File: config.mk
export PLATFORM = sky130hd
export DESIGN_NAME = nand_cache_reader
export DESIGN_NICKNAME = d
export VERILOG_FILES = /design/src/rtl/nand_cache_reader.sv
export SDC_FILE = /design/constraint.sdc
export NUM_CORES = 1
export LEC_CHECK = 0
export BUFFER_PORTS_ARGS = -buffer_cell sky130_fd_sc_hd__buf_2
export CORE_MARGIN = 10
export CORE_UTILIZATION = 29
export CTS_CLUSTER_DIAMETER = 60
export DETAILED_ROUTE_END_ITERATION = 8
export PLACE_DENSITY = 0.44
export SLEW_MARGIN = 20
export SYNTH_ARGS = -nofsm -noshare
export SYNTH_HDL_FRONTEND = slang
export SYNTH_SLANG_ARGS = --single-unit
File: constraint.sdc
create_clock -name clk -period 8.03 [get_ports clk]
set_input_delay 2.409 -clock clk [delete_from_list [all_inputs] [get_ports clk]]
set_output_delay 2.409 -clock clk [all_outputs]
set_load 0.05 [all_outputs]
File: src/rtl/nand_cache_reader.sv
module nand_cache_reader #(
  parameter int PAGE_BYTES   = 64,
  parameter int PAGE_BITS    = 6,
  parameter int FETCH_CYCLES = 16
) (
  input  logic                 clk,
  input  logic                 rst_n,
  input  logic                 cmd_valid,
  input  logic [7:0]           cmd_code,
  input  logic                 cmd_addr_valid,
  input  logic [PAGE_BITS-1:0] cmd_page,
  input  logic                 rd_strobe,
  output logic [7:0]           rd_data,
  output logic                 ready,
  output logic                 err
);
  localparam int IDX_W = (PAGE_BYTES > 1) ? $clog2(PAGE_BYTES) : 1;
  localparam int COL_W = $clog2(PAGE_BYTES + 1);
  localparam int CNT_W = $clog2(FETCH_CYCLES + 1);
  localparam logic [COL_W-1:0]     COL_END   = COL_W'(PAGE_BYTES);
  localparam logic [CNT_W-1:0]     FCNT_INIT = CNT_W'(FETCH_CYCLES - 1);
  localparam logic [PAGE_BITS-1:0] LAST_PAGE = {PAGE_BITS{1'b1}};
  localparam logic [7:0] CMD_READ = 8'h30;
  localparam logic [7:0] CMD_CONT = 8'h31;
  localparam logic [7:0] CMD_TERM = 8'h3F;

  typedef enum logic [2:0] {ST_IDLE, ST_FETCH, ST_COPY, ST_CACHE, ST_LAST} state_t;
  typedef enum logic [1:0] {P_READ, P_CONT, P_TERM} pend_t;

  state_t state;
  pend_t  pend;
  logic                        fetching, dvalid, pvalid;
  logic [CNT_W-1:0]            fcnt;
  logic [PAGE_BITS-1:0]        fpage, target;
  logic [COL_W-1:0]            col;
  logic [PAGE_BYTES-1:0][7:0]  dreg, preg;

  function automatic logic [7:0] array_byte(input logic [PAGE_BITS-1:0] p, input int c);
    logic [31:0] v;
    v = 32'(p) * 32'd3 + 32'(c) * 32'd5 + 32'h5A;
    return v[7:0];
  endfunction

  assign ready = (state == ST_IDLE) || (state == ST_CACHE) || (state == ST_LAST);

  logic can_cache, accept_read, accept_cont, accept_term, bad_cmd;
  assign can_cache   = ((state == ST_IDLE) && dvalid) || (state == ST_CACHE);
  assign accept_read = ready && cmd_valid && (cmd_code == CMD_READ) && (state != ST_CACHE);
  assign accept_cont = ready && cmd_valid && (cmd_code == CMD_CONT) && can_cache &&
                       (cmd_addr_valid || (fpage != LAST_PAGE));
  assign accept_term = ready && cmd_valid && (cmd_code == CMD_TERM) && can_cache;
  assign bad_cmd     = cmd_valid && !(accept_read || accept_cont || accept_term);

  assign rd_data = (pvalid && (col < COL_END)) ? preg[col[IDX_W-1:0]] : 8'hFF;

  always_ff @(posedge clk or negedge rst_n) begin
    if (!rst_n) begin
      state    <= ST_IDLE;
      pend     <= P_READ;
      fetching <= 1'b0;
      dvalid   <= 1'b0;
      pvalid   <= 1'b0;
      fcnt     <= '0;
      fpage    <= '0;
      target   <= '0;
      col      <= '0;
      err      <= 1'b0;
      dreg     <= '0;
      preg     <= '0;
    end else begin
      if (fetching) begin
        if (fcnt == '0) begin
          fetching <= 1'b0;
          dvalid   <= 1'b1;
          for (int i = 0; i < PAGE_BYTES; i++) dreg[i] <= array_byte(fpage, i);
        end else begin
          fcnt <= fcnt - 1'b1;
        end
      end

      if (bad_cmd) err <= 1'b1;

      if (ready && rd_strobe && (col < COL_END)) col <= col + 1'b1;

      case (state)
        ST_IDLE, ST_CACHE, ST_LAST: begin
          if (accept_read) begin
            fetching <= 1'b1;
            fcnt     <= FCNT_INIT;
            fpage    <= cmd_page;
            pend     <= P_READ;
            pvalid   <= 1'b0;
            dvalid   <= 1'b0;
            state    <= ST_FETCH;
          end else if (accept_cont || accept_term) begin
            pend   <= accept_cont ? P_CONT : P_TERM;
            target <= cmd_addr_valid ? cmd_page : fpage + PAGE_BITS'(1);
            state  <= fetching ? ST_FETCH : ST_COPY;
          end
        end
        ST_FETCH: begin
          if (!fetching) state <= (pend == P_READ) ? ST_IDLE : ST_COPY;
        end
        ST_COPY: begin
          preg   <= dreg;
          pvalid <= 1'b1;
          col    <= '0;
          dvalid <= 1'b0;
          if (pend == P_CONT) begin
            fetching <= 1'b1;
            fcnt     <= FCNT_INIT;
            fpage    <= target;
            state    <= ST_CACHE;
          end else begin
            state <= ST_LAST;
          end
        end
        default: state <= ST_IDLE;
      endcase
    end
  end

  // busy command is refused and flagged
  a_r9_busy_cmd_flags: assert property (@(posedge clk) disable iff (!rst_n)
    (cmd_valid && !ready) |=> err);

  // flag is sticky
  a_r9_err_sticky: assert property (@(posedge clk) disable iff (!rst_n)
    err |=> err);

  // sequential continue at the top page leaves the engine as it was
  a_r8_top_page_refused: assert property (@(posedge clk) disable iff (!rst_n)
    (ready && cmd_valid && (cmd_code == CMD_CONT) && !cmd_addr_valid && (fpage == LAST_PAGE))
    |=> (err && $stable(state) && ready));

  // terminated engine runs no fetch
  a_r6_no_fetch_after_term: assert property (@(posedge clk) disable iff (!rst_n)
    (state == ST_LAST) |-> !fetching);

  // output restarts at byte 0 of the copied page
  a_r10_copy_starts_col0: assert property (@(posedge clk) disable iff (!rst_n)
    (state == ST_COPY) |=> (rd_data == $past(dreg[0])));

  // copy occupies a single busy cycle
  a_r3_copy_one_cycle: assert property (@(posedge clk) disable iff (!rst_n)
    (state == ST_COPY) |=> ready);
endmodule

# After elaboration in Yosys (flattened, before gate mapping)
# Cells that the tools add are included.
# word_totals
ff_bits	1057
out_inout_bits	10
word_cells	354
# classes
n_reduce_logical	34
n_mux	35
bitwise	1
n_addsub	129
n_mul	1
n_lt_le_gt_ge	2
eq_ne	14
# op_table
cell	count
$add A8 B7 Y8 const B	76
$add A8 B8 Y8 const B	26
$add A8 B6 Y8 const B	12
$add A8 B5 Y8 const B	6
$bmux W8 S6	1
$add A8 B4 Y8 const B	4
$eq A8 B6 Y1 const B	3
$mux W5	4
$mux W6	3
$add A8 B3 Y8 const B	2
$mux W8	2
$mux W7	2
$logic_and A1 B1 Y1	13
$mux W3	4
$pmux W6 S2	1
$mux W2	5
$pmux W5 S2	1
$pmux W3 S3	1
$mul A6 B2 Y8 const B	1
$mux W1	8
$reduce_and A2 Y1	4
$add A7 B1 Y7 const B	1
$logic_or A1 B1 Y1	7
$lt A6 B7 Y1 const B	1
other kinds (20)	28

# Longest topological paths before layout
# depth
word_depth	11
ltp_mapped	14

# Worst setup path after synthesis
# No wires, ideal clock.
# synth_path
path_type	flip-flop to output port
start	reg col[0]
end	out rd_data[5]
slack_ns	3.242
required_time_ns	5.621
arrival_ns	2.379
stages_incl_launch_ff	6
cell_sequence	dfrtp_1 -> buf_1 -> mux4_2 -> mux4_2 -> mux2i_1 -> a22oi_1
# synth_between
elab_chain_cells	3
word_cells_on_any_way	5
classes_between	order compare (1); mux (3); reduce/logical (1)
# synth_lines
item	line_no	text
from (decl)	35	logic [COL_W-1:0] col;
from (signal assigned)	83	if (ready && rd_strobe && (col < COL_END)) col <= col + 1'b1;
$bmux W8 S6 / $lt A7 B7 Y1 (equally long branches)	54	assign rd_data = (pvalid && (col < COL_END)) ? preg[col[IDX_W-1:0]] : 8'hFF;
$mux W8 (not written as such) / $logic_and A1 B1 Y1 (equally long branches)	54	
$mux W8 (*)	54	
to (decl)	13	output logic [7:0] rd_data,
# Every way passes the cells marked *; elsewhere a longest branch is shown, timed or not. The select of a mux whose other input is x is not followed.

# Worst setup path in the final report
# Ends and elaborated chain as after synthesis.

==> impl_results.md <==
* Dominant synthesized flop cell: dfrtp_1
* Post-synth EDFFs at 0
* Share of cells above drive strength 1 at between 10% and 20%
* Critical-path cell list: buf_4, mux4_2, mux4_2, mux2i_1, a22oi_1, buf_2
* Met1 WL at approximately 36000 µm
* Crit-path max FO at 43
* Nets at between 2000 and 3000
* RSZ-0062 raised after global routing: no
* Number of global-route vias before repair at about 19000
* Synth Register Bits at around 540
* Reg area at around 0.014 mm²
* Arr. time, crit path at 3970 ps
* WP data required at approximately 5600 ps
* Post-synthesis sequential area ratio at between 50% and 60%
* Met3 WL at around 4300 µm
* Skew-Pair Late Insertion Delay at just over 600 ps
* Peak VDD IR at 0.000225 V
* Final Total Pwr at ~0.015 W
* Total track usage at 14.4%
* Crit-path max cell delay at roughly 1100 ps
* Worst setup path class: flop to primary output
* Netlist cell types at 73
* Most frequent cell on the critical path: mux4_2
* Via-to-Cell Ratio at around 4.7
* Fill count at 9108
* CTS tree: built
* # DRC at 0
* H-tree depth at 3
* Synth top area cells: dfrtp_1, nand2_1, mux4_2
* Routed Antenna Nets at 0
* Post-CTS Setup Inserts at 0
* Max Freq at 157 MHz
* Hold_buf cts at 0
* DR top layer: met4
* DP Area at 0.0269 mm²
* CTS resizes at 0
* Yosys top cell area share at roughly 53%
* Clk_skew at 19.4 ps
* Worst-path clk slew at roughly 60 ps
* Inserted Clock Buffers at 71
* Setup TNS at 0 ps
* CORE AREA at 0.0881 mm²
* Count leader, synth: nand2_1
* Final period utilization at between 70% and 80%
* MaxCap Viol Count at 0
* Vias at ~18000
* Tightest Hold Check Type: flop to flop
* Initial drt markers at 1275
* Wire length per cell at ~19 µm
* Post-route cell area at just under 0.03 mm²
* Leak pwr at between 10 and 15 nW
* Chip Height at about 320 µm
* Fin. max-slew vios at 0
* Clock Sinks at around 540
* Mean Syn Cell Area at 9.47 µm²
* Row count at 109
* Multi-input logic area at 0.0113 mm²
* Hpwl dp at roughly 45000 µm
* Inst Count DP at 3754
* FFs w/ async S/R, synth at 100%
* Leading area contributor after synthesis: dfrtp_1
* TritonRoute pass-1 iters at 7
* Die area at between 0.1 and 0.15 mm²
* First-pass GRT wire length at approximately 120000 µm
* Worst slack, placed at ~2200 ps
* Worst slew pin tran at between 1000 and 1500 ps
* Post-synthesis cell count at 2711
* Syn Std Cell Area at roughly 0.026 mm²
* Endpoints failing setup at 0
* Antenna cells at 0
* Die width at 318 µm
* Final hold viol count at 0
* Slew headroom at a little over a fifth
* CTS Buffer Depth at 3
* Routed WL at between 70000 and 80000 µm
* Fin crit period at about 6400 ps
* CTS root buffer: clkbuf_16
* Syn-to-layout area delta at 14.6%
* Worst Setup End Kind: primary output
* Status: completed
* Pwr Density at slightly below 500 mW/mm²
* Startpoint types: flop
* Initial antenna violation count at 2
* Critical-path top delay cell: dfrtp_4
* Top cells by count, synth: nand2_1, dfrtp_1, xnor2_1, o21ai_0, nor2_1
* Initial core utilization at between 20% and 30%
* Reg2Reg Setup Slack at about 2700 ps
* Synth Net Count at 2768
* Met2 routed WL at 31600 µm
* Count of input and output buffers at 28
* Largest net degree at the start of global routing at 221
* GPL Wtd Cong at roughly 0.78
* IO Count at 29
* Yosys synthesis warning count at 0
* Grt ovf at 0
* Final instance count without filler cells at 3886
* Final WS setup at ~1700 ps
==> stage by stage <==
| step | hold slack (ps) | utilization, % |
|---|---|---|
| finish | 453 | 33.4 |
| global route | 468 | 33.4 |
| CTS | 458 | 33.4 |
| detailed placement | 444 | 30.5 |
| global placement | 439 | 30.5 |
| floorplan | 435 | - |
==> layer usage <==
layer | track usage (%) | up-vias
met2 | 21.1 | 401
met4 | 4.21 | 0
met3 | 3.05 | 112
met5 | 0 | -
met1 | 21.0 | 9146
li1 | - | 8733
==> sequential cells by signal, indices dropped and copies added (netlist names) <==
register,cells
fcnt,5
err,1
dvalid,1
fetching,1
pvalid,1
dreg,255
state,3
pend,2
col,7
target,6
preg,255
fpage,6
==> kinds of logic (layout without fill, tap and decap cells) <==
| group | after synthesis | in the layout | share of synthesized area [%] |
|---|---|---|---|
| buf+inv | 211 | 221 | 3.36 |
| fa+ha+maj | 38 | 38 | 1.88 |
| simple gates | 1267 | 1267 | 19.2 |
| flops | 543 | 543 | 52.9 |
| compound gates | 371 | 371 | 8.65 |
| xor+xnor | 184 | 184 | 6.36 |
| mux | 97 | 97 | 7.62 |
==> worst max-delay path, delay by kind of cell (launching register included) <==
family                 cells  cell delay [ps]
AOI/OAI and AO/OA          1              170
buffers and inverters      2              870
muxes                      3             1240
DFF                        1             1050
==> worst paths after layout <==
check | from | endpoint | depth (start not counted)
setup / recovery | col[0]$_DFFE_PN0P_ | rd_data[5] | 6
hold / removal | dreg[358]$_DFFE_PN0P_ | preg[358]$_DFFE_PN0P_ | 2
setup reg to reg | fpage[0]$_DFFE_PN0P_ | dreg[255]$_DFFE_PN0P_ | 12
hold reg to reg | dreg[358]$_DFFE_PN0P_ | preg[358]$_DFFE_PN0P_ | 2
max in group asynchronous | rst_n | dreg[214]$_DFFE_PN0P_ | 2
min in group asynchronous | rst_n | preg[143]$_DFFE_PN0P_ | 1
==> layout make-up <==
type	count	area share (%)
Inverter	26	0.332
Clock buffer	104	7.18
Sequential cell	543	46.2
Clock inverter	27	1.27
Timing Repair Buffer	64	1.71
Tap cell	1165	4.95
Multi-Input combinational cell	1957	38.4
==> cell usage in the layout, fill, tap and decap left out, drive strengths merged, types with 6 or more instances in the layout <==
cell    count
nand3      16
mux4       78
bufinv      8
nor2      163
xnor2     172
o21ai     174
a21o       51
o21a       11
mux2        8
buf        64
nor2b       6
nor3       10
ha         37
a31oi      35
clkinv     10
inv        32
a21oi      61
dfrtp     543
clkbuf    104
xor2       11
mux2i      11
nand2    1037
==> where the power goes <==
part	switching, W	internal, W
Sequential	0.000796	0.00381
Combinational	0.00410	0.00247
Clock	0.00126	0.00209
Total	0.00615	0.00837
(Power assumes the default switching activity.)
